$ cat src/rtl/mem_scrub_pkg.sv
// Shared types for the memory pattern scrubber.
package mem_scrub_pkg;
    // Walker phases: filling, issuing a read, comparing returned data
    typedef enum logic [1:0] {
        PH_FILL  = 2'd0,
        PH_READ  = 2'd1,
        PH_CHECK = 2'd2
    } phase_t;
endpackage

$ cat src/rtl/scrub_expect.sv
// Expected-byte lookup. Addresses below NUM_BANKS*BANK_BYTES belong to
// register banks whose pattern alternates per bank; everything above is
// general data. Assumes BANK_BYTES is a power of two.
module scrub_expect #(
    parameter int ADDR_W     = 8,
    parameter int DATA_W     = 8,
    parameter int BANK_BYTES = 8,
    parameter int NUM_BANKS  = 4,
    parameter logic [DATA_W-1:0] PAT_EVEN = 8'hAA,
    parameter logic [DATA_W-1:0] PAT_ODD  = 8'h55,
    parameter logic [DATA_W-1:0] PAT_DATA = 8'h55
) (
    input  logic [ADDR_W-1:0] addr,
    output logic [DATA_W-1:0] exp_byte
);
    localparam int BANK_SH = $clog2(BANK_BYTES);
    localparam logic [ADDR_W:0] BANK_END = (ADDR_W+1)'(BANK_BYTES * NUM_BANKS);

    // Select the pattern for the region holding addr
    always_comb begin
        if ({1'b0, addr} < BANK_END)
            exp_byte = addr[BANK_SH] ? PAT_ODD : PAT_EVEN;
        else
            exp_byte = PAT_DATA;
    end
endmodule

$ cat src/rtl/scrub_walker.sv
// Phase and address sequencer. Fill walks 0..LAST_ADDR writing once per
// clock; scrub alternates read and check clocks, wrapping at LAST_ADDR.
// A read is held (not advanced) while the report slot is occupied.
module scrub_walker
    import mem_scrub_pkg::*;
#(
    parameter int ADDR_W = 8,
    parameter logic [ADDR_W-1:0] LAST_ADDR = 8'hFF
) (
    input  logic              clk,
    input  logic              rst_n,
    input  logic              restart,
    input  logic              hold,
    output phase_t            phase,
    output logic [ADDR_W-1:0] addr
);
    // Advance phase and address
    always_ff @(posedge clk) begin
        if (!rst_n || restart) begin
            phase <= PH_FILL;
            addr  <= '0;
        end else begin
            case (phase)
                PH_FILL: begin
                    if (addr == LAST_ADDR) begin
                        phase <= PH_READ;
                        addr  <= '0;
                    end else begin
                        addr <= addr + 1'b1;
                    end
                end
                PH_READ: begin
                    if (!hold) phase <= PH_CHECK;
                end
                PH_CHECK: begin
                    phase <= PH_READ;
                    addr  <= (addr == LAST_ADDR) ? '0 : addr + 1'b1;
                end
                default: begin
                    phase <= PH_FILL;
                    addr  <= '0;
                end
            endcase
        end
    end
endmodule

$ cat src/rtl/scrub_report.sv
// One-deep error record with running count. Assumes load only arrives
// when the slot is free or being accepted (the walker guarantees it).
module scrub_report #(
    parameter int ADDR_W = 8,
    parameter int DATA_W = 8,
    parameter int CNT_W  = 16
) (
    input  logic              clk,
    input  logic              rst_n,
    input  logic              restart,
    input  logic              load,
    input  logic [ADDR_W-1:0] in_addr,
    input  logic [DATA_W-1:0] in_obs,
    input  logic [DATA_W-1:0] in_exp,
    input  logic              ready,
    output logic              valid,
    output logic [ADDR_W-1:0] out_addr,
    output logic [DATA_W-1:0] out_obs,
    output logic [DATA_W-1:0] out_exp,
    output logic [CNT_W-1:0]  out_count
);
    logic [CNT_W-1:0] err_cnt;

    // Running error count, cleared by reset and restart
    always_ff @(posedge clk) begin
        if (!rst_n || restart) err_cnt <= '0;
        else if (load)         err_cnt <= err_cnt + 1'b1;
    end

    // Record register with valid/ready handshake
    always_ff @(posedge clk) begin
        if (!rst_n || restart) begin
            valid     <= 1'b0;
            out_addr  <= '0;
            out_obs   <= '0;
            out_exp   <= '0;
            out_count <= '0;
        end else if (load) begin
            valid     <= 1'b1;
            out_addr  <= in_addr;
            out_obs   <= in_obs;
            out_exp   <= in_exp;
            out_count <= err_cnt + 1'b1;
        end else if (ready) begin
            valid <= 1'b0;
        end
    end
endmodule

$ cat src/rtl/mem_scrub.sv
// Memory pattern scrubber top. Drives a single-port RAM with one-clock
// read latency, fills it with region patterns, then checks and repairs
// forever, reporting each repair. Restart outranks a same-clock repair.
module mem_scrub
    import mem_scrub_pkg::*;
#(
    parameter int ADDR_W     = 8,
    parameter int DATA_W     = 8,
    parameter int CNT_W      = 16,
    parameter int BANK_BYTES = 8,
    parameter int NUM_BANKS  = 4,
    parameter logic [ADDR_W-1:0] LAST_ADDR = 8'hFF,
    parameter logic [DATA_W-1:0] PAT_EVEN  = 8'hAA,
    parameter logic [DATA_W-1:0] PAT_ODD   = 8'h55,
    parameter logic [DATA_W-1:0] PAT_DATA  = 8'h55
) (
    input  logic              clk,
    input  logic              rst_n,
    input  logic              restart,
    output logic [ADDR_W-1:0] mem_addr,
    output logic [DATA_W-1:0] mem_wdata,
    output logic              mem_we,
    input  logic [DATA_W-1:0] mem_rdata,
    output logic              rpt_valid,
    input  logic              rpt_ready,
    output logic [ADDR_W-1:0] rpt_addr,
    output logic [DATA_W-1:0] rpt_obs,
    output logic [DATA_W-1:0] rpt_exp,
    output logic [CNT_W-1:0]  rpt_count
);
    phase_t            phase;
    logic [ADDR_W-1:0] cur_addr;
    logic [DATA_W-1:0] exp_byte;
    logic              in_fill;
    logic              mismatch;
    logic              repair;
    logic              slot_busy;

    scrub_walker #(.ADDR_W(ADDR_W), .LAST_ADDR(LAST_ADDR)) u_walker (
        .clk(clk), .rst_n(rst_n), .restart(restart),
        .hold(slot_busy), .phase(phase), .addr(cur_addr)
    );

    scrub_expect #(
        .ADDR_W(ADDR_W), .DATA_W(DATA_W), .BANK_BYTES(BANK_BYTES),
        .NUM_BANKS(NUM_BANKS), .PAT_EVEN(PAT_EVEN), .PAT_ODD(PAT_ODD),
        .PAT_DATA(PAT_DATA)
    ) u_expect (.addr(cur_addr), .exp_byte(exp_byte));

    // Compare, repair gating and RAM drive
    always_comb begin
        in_fill   = (phase == PH_FILL);
        mismatch  = (phase == PH_CHECK) && (mem_rdata != exp_byte);
        repair    = mismatch && !restart;
        slot_busy = rpt_valid && !rpt_ready;
        mem_addr  = cur_addr;
        mem_wdata = exp_byte;
        mem_we    = rst_n && (in_fill || repair);
    end

    scrub_report #(.ADDR_W(ADDR_W), .DATA_W(DATA_W), .CNT_W(CNT_W)) u_report (
        .clk(clk), .rst_n(rst_n), .restart(restart), .load(repair),
        .in_addr(cur_addr), .in_obs(mem_rdata), .in_exp(exp_byte),
        .ready(rpt_ready), .valid(rpt_valid), .out_addr(rpt_addr),
        .out_obs(rpt_obs), .out_exp(rpt_exp), .out_count(rpt_count)
    );
endmodule

$ cat config.mk
export PLATFORM = sky130hd
export DESIGN_NAME = mem_scrub
export DESIGN_NICKNAME = d
export VERILOG_FILES = /design/src/rtl/mem_scrub_pkg.sv /design/src/rtl/scrub_expect.sv /design/src/rtl/scrub_walker.sv /design/src/rtl/scrub_report.sv /design/src/rtl/mem_scrub.sv
export SDC_FILE = /design/constraint.sdc
export NUM_CORES = 1
export LEC_CHECK = 0
export ABC_CLOCK_PERIOD_IN_PS = 1800
export BUFFER_PORTS_ARGS = -buffer_cell sky130_fd_sc_hd__clkbuf_2
export CORE_ASPECT_RATIO = 0.6
export CORE_UTILIZATION = 50
export CTS_CLUSTER_SIZE = 14
export DETAILED_ROUTE_END_ITERATION = 16
export PLACE_DENSITY = 0.77
export SLEW_MARGIN = 20
export SYNTH_ARGS = -nofsm -noshare
export SYNTH_HDL_FRONTEND = slang
export SYNTH_SLANG_ARGS = --single-unit
$ cat constraint.sdc
create_clock -name clk -period 1.8 [get_ports clk]
set_input_delay 0.18 -clock clk [delete_from_list [all_inputs] [get_ports clk]]
set_output_delay 0.18 -clock clk [all_outputs]
set_load 0.02 [all_outputs]
==> impl_metrics.py <==
metrics = {
    "final_layout": {
        "nets": 361,
        "num_antenna_cells": 0,
        "area_growth_pct": 29.0,
        "final_area_sq_mm": 0.00299,
        "drive_above_1_share": 0.371,
    },
    "drt": {
        "num_vias": 2344,
        "ant_nets": 0,
        "drc": 0,
        "routedWlPerCell_um": 15.4,
        "via_per_inst": 5.75,
        "drtIter0Drc": 123,
        "wl_mm": 6.26,
        "drtPass1Iterations": 4,
    },
    "cts": {
        "path_clk_slew_ns": 0.09,
        "h-tree-depth": 2,
        "cts_root_buf": "clkbuf_8",
        "cts_tree": "yes",
        "clk_latency_ns": 0.31,
        "cts_buffer_depth": 2,
        "cts_buffers": 5,
        "cts.sinks": 45,
    },
    "power": {
        "intPower_uw": 1300,
        "power.leakage_uw": 0.00125,
        "vdd_ir_drop_max_v": 0.000377,
        "power_frac_clock": 0.373,
        "power_switching_uw": 425,
        "p_comb_frac": 0.050,
        "switching_share": 0.246,
        "p_seq_frac": 0.577,
        "power_density_mw_per_mm2": 577,
    },
    "timing": {
        "min_period_ns": 1.81,
        "skew_ns": 0.00711,
        "rsz0062_at_grt": "true",
        "fmax_mhz": 553,
        "worst_slew_pin_slew_ns": 0.409,
        "hold_viol": 0,
        "slew_violations": 0,
        "period_share": 1.01,
        "fin_ws_ns": -0.00918,
        "setup-tns-final_ns": -0.00918,
        "final-setup-viol-count": 1,
        "slew_headroom": 0.726,
    },
    "global_route": {
        "grt_usage": 0.259,
        "grt_pass1_vias": 1973,
        "grt_pass1_wl_mm": 9.85,
        "antenna_found_initial": 0,
        "grt_max_degree": 26,
        "grt_overflow": 0,
    },
    "logic_synthesis": {
        "synth_top_family_by_area": "simple AND/OR/NAND/NOR gates",
        "synth_mux_area_frac": 0.0431,
        "async_flop_share": 0,
        "yosysWarnings": 0,
        "synth_edf_count": 0,
        "synth.distinct_cells": 47,
        "yosysTopAreaCellShare": 0.388,
        "postSynthAreaPerCell_sq_um": 8.53,
        "ys_seq_area_frac": 0.388,
        "synth_area_leaders": "dfxtp_1 (39%), a21oi_1 (6.0%), o21ai_0 (5.4%)",
        "yosys.area_share.simple": 0.237,
        "synth_top_flop_cell": "dfxtp_1",
        "synth_compound_area_frac": 0.230,
        "syn_nets": 286,
        "syn_inst": 272,
        "syn-cell-area_sq_mm": 0.00232,
        "synth_xor_area_frac": 0.00755,
        "synth_adder_area_share": 0.0108,
        "synth_area_leader_cell": "dfxtp_1",
        "synth_seq_cells": 45,
    },
    "critical_path": {
        "required_ns": 1.62,
        "critical_path_class": "flop to output pin",
        "cpPeakStageDelay_ns": 0.36,
        "cp_data_arrival_time_ns": 1.63,
        "critPathMaxFanout": 5,
        "endpoint_kind": "output pin",
        "r2r_cells": 7,
        "crit_path_start_kind": "flop",
        "cp_top_family": "simple AND/OR/NAND/NOR gates",
        "crit_slowest_cell": "dfxtp_4",
        "cp_num_cells": 6,
        "cp_num_buf_inv": 2,
        "path_cells": "nor4_4, inv_2, o211ai_4, nand2_4, o21a_4, buf_6",
    },
    "placed_design": {
        "pre_cts_ws_ns": -0.0316,
        "hpwl_mm": 4.43,
        "routabilityCongestion": 0.797,
        "portBuffers": 69,
        "placed_area_sq_mm": 0.00279,
    },
    "flow_run": {
        "max-cap-violations": 0,
    },
    "floorplan": {
        "start_util": 0.542,
        "die_w_um": 90.0,
        "pin_count": 70,
        "die_y_um": 54.8,
        "rows": 18,
        "die_area_sq_mm": 0.00493,
        "coreArea_sq_mm": 0.00428,
    },
    "min_path": {
        "hold_class": "primary input to flop",
        "hold_depth": 3,
    },
    "status": {
        "status": "complete, but fails checks",
        "violations": "negative setup slack",
    },
}
Yosys cell counts, drive strengths merged, types with 5 or more instances:
cell type   n
and3        5
mux2i      10
clkbuf      9
nand2      21
dfxtp      45
nand3      23
buf        22
nand4       5
o21ai      27
nor2        7
a21oi      28
nand2b     13
per-layer routing:
layer | track usage | wire (um)
met5 | 0 | 0
met4 | 0.0753 | 92
met3 | 0.0625 | 446
met2 | 0.392 | 2720
met1 | 0.368 | 3000
cells in the final DEF, fill, tap and decap left out, types with 5 or more instances in the layout:
cell type / synthesis / routed
clkbuf_2: 1 / 64
dfxtp_1: 45 / 42
buf_4: 13 / 32
a21oi_1: 28 / 26
nand3_1: 23 / 23
nand2_1: 21 / 20
o21ai_1: 1 / 16
nand2b_1: 13 / 13
o21ai_0: 25 / 10
mux2i_1: 10 / 10
nor2_1: 7 / 7
and3_1: 5 / 5
nand4_1: 5 / 5
clkbuf_8: 0 / 5
kinds of logic (layout without fill, tap and decap cells):
kind of cell	after synthesis	after routing
xor+xnor	2	2
compound gates	83	83
simple gates	96	96
fa+ha+maj	2	2
mux	10	10
buf+inv	34	110
flops	45	45
what timing repair did:
item	in CTS	in global routing
pin swaps	3	3
endpoints found under the setup margin	3	15
hold buffers	0	0
gates resized for setup	1	17
setup buffers	7	2
power groups by stage:
stage | clock network, uW | registers (uW) | logic, uW
after floorplan | 0 | 1020 | 42.0
after global placement | 0 | 1020 | 80.2
after detailed placement | 0 | 1020 | 82.4
after CTS | 656 | 997 | 83.0
after global routing | 700 | 998 | 94.1
final | 644 | 997 | 86.3
layout make-up:
class	count	area [sq um]
multi-input cells	193	1310
well taps	60	75.1
clock buffers	5	68.8
inverters	3	11.3
repair buffers	99	603
clock inverters	3	21.3
flip-flops and latches	45	907
fillers	355	1280
worst reg2reg max path, stage by stage (launching register included):
cell	delay [ns]
dfxtp_4	0.36
nor4_4	0.32
buf_4	0.18
o211ai_4	0.10
buf_4	0.18
buf_4	0.13
a2111o_1	0.38
o21ai_0	0.07
registers in the layout (all words and copies together), names as in the netlist:
register and flops:
u_report.err_cnt 16, u_report.out_addr 8, u_report.out_obs 8, u_walker.addr 8
u_report.out_exp 2, u_walker.phase 2, u_report.valid 1
worst paths after layout:
path                                       endpoint                start  slack [ns]
worst max-delay path                         mem_we     u_walker.addr[7]      -0.009
worst min-delay path            u_report.out_obs[2]         mem_rdata[2]        0.14
worst max register to register  u_report.err_cnt[6]     u_walker.addr[7]        0.02
worst min register to register  u_report.out_obs[0]  u_report.out_obs[0]        0.47
stage by stage:
step	std cells	util	hold slack [ns]	total power [uW]
final	408	0.700	0.139	1730
after global routing	408	0.700	0.148	1790
after CTS	406	0.686	0.134	1740
after detailed placement	391	0.651	0.461	1100
after global placement	391	0.651	0.456	1100
after floorplan	272	-	0.341	1070
No activity file was read; power rests on OpenSTA's default activity.
